## src/rtl/cmpt_pkg.sv

```systemverilog
package cmpt_pkg;
  localparam int unsigned DATA_W = 8;
  localparam int unsigned NIB_W  = DATA_W / 2;

  typedef struct packed {
    logic sign;
    logic zero;
    logic pv;
    logic half;
    logic sub;
    logic carry;
  } flags_t;
endpackage

```

## src/rtl/cmpt_sub_path.sv

```systemverilog
module cmpt_sub_path
  import cmpt_pkg::*;
#(
  parameter int unsigned W = DATA_W
) (
  input  logic [W-1:0] a_i,
  input  logic [W-1:0] b_i,
  output flags_t       fl_o,
  output logic         ult_o,
  output logic         slt_o
);
  localparam int unsigned NW = W / 2;

  logic [W:0]  diff;
  logic [NW:0] low_diff;
  logic        ovf;

  always_comb begin
    diff     = {1'b0, a_i} - {1'b0, b_i};
    low_diff = {1'b0, a_i[NW-1:0]} - {1'b0, b_i[NW-1:0]};
    ovf      = (a_i[W-1] ^ b_i[W-1]) & (diff[W-1] ^ a_i[W-1]);

    fl_o.sign  = diff[W-1];
    fl_o.zero  = (diff[W-1:0] == '0);
    fl_o.pv    = ovf;
    fl_o.half  = low_diff[NW];
    fl_o.sub   = 1'b1;
    fl_o.carry = diff[W];

    ult_o = diff[W];
    slt_o = diff[W-1] ^ ovf;
  end
endmodule

```

## src/rtl/cmpt_and_path.sv

```systemverilog
module cmpt_and_path
  import cmpt_pkg::*;
#(
  parameter int unsigned W = DATA_W
) (
  input  logic [W-1:0] a_i,
  input  logic [W-1:0] b_i,
  output flags_t       fl_o
);
  logic [W-1:0] prod;

  always_comb begin
    prod       = a_i & b_i;
    fl_o.sign  = prod[W-1];
    fl_o.zero  = (prod == '0);
    fl_o.pv    = ~(^prod);
    fl_o.half  = 1'b1;
    fl_o.sub   = 1'b0;
    fl_o.carry = 1'b0;
  end
endmodule

```

## src/rtl/cmpt_flag_unit.sv

```systemverilog
module cmpt_flag_unit
  import cmpt_pkg::*;
#(
  parameter int unsigned W = DATA_W
) (
  input  logic [W-1:0] acc_i,
  input  logic [W-1:0] opnd_i,
  input  logic         op_test_i,
  output logic [W-1:0] acc_o,
  output logic         flg_sign_o,
  output logic         flg_zero_o,
  output logic         flg_pv_o,
  output logic         flg_half_o,
  output logic         flg_sub_o,
  output logic         flg_carry_o,
  output logic         ult_o,
  output logic         slt_o,
  output logic         eq_o
);
  flags_t sub_fl;
  flags_t and_fl;
  flags_t sel_fl;

  cmpt_sub_path #(.W(W)) u_sub (
    .a_i   (acc_i),
    .b_i   (opnd_i),
    .fl_o  (sub_fl),
    .ult_o (ult_o),
    .slt_o (slt_o)
  );

  cmpt_and_path #(.W(W)) u_and (
    .a_i  (acc_i),
    .b_i  (opnd_i),
    .fl_o (and_fl)
  );

  always_comb begin
    sel_fl = op_test_i ? and_fl : sub_fl;
    acc_o  = acc_i;
    eq_o   = (acc_i == opnd_i);
  end

  assign flg_sign_o  = sel_fl.sign;
  assign flg_zero_o  = sel_fl.zero;
  assign flg_pv_o    = sel_fl.pv;
  assign flg_half_o  = sel_fl.half;
  assign flg_sub_o   = sel_fl.sub;
  assign flg_carry_o = sel_fl.carry;
endmodule

```

## config.mk

```make
export PLATFORM = sky130hd
export DESIGN_NAME = cmpt_flag_unit
export DESIGN_NICKNAME = d
export VERILOG_FILES = /design/src/rtl/cmpt_pkg.sv /design/src/rtl/cmpt_sub_path.sv /design/src/rtl/cmpt_and_path.sv /design/src/rtl/cmpt_flag_unit.sv
export SDC_FILE = /design/constraint.sdc
export NUM_CORES = 1
export LEC_CHECK = 0
export ABC_AREA = 1
export BUFFER_PORTS_ARGS = -buffer_cell sky130_fd_sc_hd__buf_2
export CORE_MARGIN = 2
export CORE_UTILIZATION = 30
export DETAILED_ROUTE_END_ITERATION = 10
export PLACE_DENSITY = 0.59
export SYNTH_ARGS = -nofsm -noshare
export SYNTH_HDL_FRONTEND = slang
export SYNTH_SLANG_ARGS = --single-unit
```

## constraint.sdc

```tcl
create_clock -name vclk -period 2.8
set_clock_uncertainty 0.2 [all_clocks]
set_input_delay 0 -clock vclk [all_inputs]
set_output_delay 0 -clock vclk [all_outputs]
set_load 0.01 [all_outputs]
```

==> flow_metrics.env <==
export IMPL_status="finished clean"
export IMPL_critPathSlowestCell="fa_1"
export IMPL_wl_per_cell_um=8.42
export IMPL_yosysMostFrequentCell="inv_1"
export IMPL_fin_crit_sh=0.874
export IMPL_ff_latch_area_um2=0
export IMPL_hp_start="acc_i[0]"
export IMPL_fmax_mhz=409
export IMPL_tightest_slew_ns=0.231
export IMPL_cp_max_fo=3
export IMPL_critPathRequiredTime_ns=2.60
export IMPL_clkPwrFrac=0
export IMPL_n_antenna_cell=0
export IMPL_nFlopsAndLatches=0
export IMPL_core_region_area_um2=2480
export IMPL_cp_cell_sequence="buf_2, inv_1, ha_1, nand2_1, nor2_1, nand2_1, nand3_1, nand2_1, nand2_1, a21oi_1, fa_1, inv_1, nor2_2, nand2_1, nor2_1, nand3_1, nor2_1, nand3_1, nand2_1, buf_2"
export IMPL_ys_seq_area_frac=0
export IMPL_stdcell_area_um2=982
export IMPL_drive_gt1_frac=0.248
export IMPL_grt_pass1_vias=699
export IMPL_ys_warn_count=0
export IMPL_crit_arrival_ns=2.25
export IMPL_antenna_left=0
export IMPL_slew_violations=0
export IMPL_drt_vias_per_instance=4.36
export IMPL_fin_crit_ns=2.45
export IMPL_slowest_delay_ns=0.52
export IMPL_fillCellCount=280
export IMPL_switching_share=0.554
export IMPL_synth_nets=169
export IMPL_ctsHoldBuffers=0
export IMPL_yosys_area_top_type="ha_1"
export IMPL_setup_viol=0
export IMPL_path_delay_family="simple AND/OR/NAND/NOR gates"
export IMPL_antenna_found_initial=0
export IMPL_path_buf_inv=4
export IMPL_cp_start_kind="primary input"
export IMPL_ir_worst_vdd_v=0.0000688
export IMPL_finalNetCount=198
export IMPL_die_height_um=55.2
export IMPL_synthTopCellsByCount="inv_1 (37), nand2_1 (30), ha_1 (20), nand3_1 (9), buf_4 (8)"
export IMPL_p_switching_mw=0.0977
export IMPL_setup_tns_ns=0
export IMPL_power_density_nw_per_um2=180
export IMPL_drt_iter0_markers=16
export IMPL_area_delta_synth_final_pct=24.8
export IMPL_synth_top_area_frac=0.318
export IMPL_grt_util_all_layers=0.101
export IMPL_pin_count=34
export IMPL_hold_viol=0
export IMPL_gp_congestion=0.779
export IMPL_detailed_place_hpwl_um=1430
export IMPL_numPortBuffers=34
export IMPL_drc=0
export IMPL_synthTopCellsByArea="ha_1 (32%), inv_1 (18%), nand2_1 (14%)"
export IMPL_internal_power_mw=0.0787
export IMPL_cp_end_kind="output pin"
export IMPL_max_slew_margin_rel=0.845
export IMPL_dieArea_um2=3050
export IMPL_nClkBuffers=0
export IMPL_power_frac_comb=1.000
export IMPL_initial_utilization=0.318
export IMPL_syn_inst=130
export IMPL_dr_pass1_iters=4
export IMPL_yosysUniqueCellTypes=17
export IMPL_grt_pass1_wl_um=2730
export IMPL_grt_ovfl_total=0
export IMPL_synth_area_um2=787
export IMPL_multiInputGateArea_um2=628
export IMPL_sequentialPowerShare=0
export IMPL_maxCapViolCount=0
export IMPL_vias=816
export IMPL_dieWidth_um=55.2
export IMPL_worstSetupPathType="primary input to output pin"
export IMPL_syn_area_per_cell_um2=6.05
export IMPL_cpMostUsedCell="nand2_1"
export IMPL_p_leak_nw=0.615
export IMPL_fp_row_count=18
export IMPL_finalWirelength_um=1570
export IMPL_crit_path_start="opnd_i[1]"
export IMPL_rsz0062_at_grt="no"
export IMPL_placed_cell_area_um2=935
export IMPL_min_path_type="primary input to output pin"
export IMPL_grt_max_degree=8
==> cell families after synthesis <==
family,after synthesis,synth area share
simple gates,51,0.280
buf+inv,45,0.253
fa+ha+maj,22,0.369
compound gates,9,0.0652
xor+xnor,3,0.0334
==> power by group through the flow <==
stage	logic (mW)	clock network, mW	registers, mW
final	0.176	0	0
after global routing	0.205	0	0
after CTS	0.167	0	0
after detailed placement	0.166	0	0
after global placement	0.165	0	0
after floorplan	0.119	0	0
==> area by class of cell <==
class / count / share of cell area
Inverter: 37 / 0.141
Multi-Input combinational cell: 85 / 0.639
Tap cell: 30 / 0.0382
Timing Repair Buffer: 35 / 0.181
==> cell usage in the layout (no fill, tap or decap), drive strengths merged <==
cell type,count
o2111ai,1
xor2,2
fa,2
a21oi,6
o31ai,1
nand4,2
xnor2,1
inv,37
nand3b,2
nor2,6
ha,20
o21ai,1
nor3,1
nor3b,1
nand2,30
nand3,9
buf,35
==> layer usage <==
layer,up-vias,share of wire,global-route usage
met3,0,0.046,0.00468
met5,-,0,0
li1,445,-,-
met1,352,0.48,0.139
met2,19,0.48,0.185
met4,0,0,0
==> what timing repair did <==
action,CTS,global route
setup buffers,0,1
endpoints found under the setup margin,0,1
gates resized for setup,0,7
==> stage by stage <==
stage | setup WS (ns) | total power [mW] | cells | utilization | hold WS (ns)
after CTS | 0.254 | 0.167 | 186 | 0.377 | 0.0216
after global placement | 0.318 | 0.165 | 186 | 0.377 | 0.0162
after detailed placement | 0.259 | 0.166 | 186 | 0.377 | 0.0220
final | 0.353 | 0.176 | 187 | 0.396 | 0.0167
after floorplan | 0.694 | 0.119 | 130 | - | -0.152
after global routing | 0.0214 | 0.205 | 187 | 0.396 | 0.0322
==> worst paths after layout <==
path / end / cells past startpoint / slack, ns
worst max-delay path: flg_zero_o / 20 / 0.35
worst min-delay path: acc_o[0] / 2 / 0.02
(Power assumes the default switching activity.)
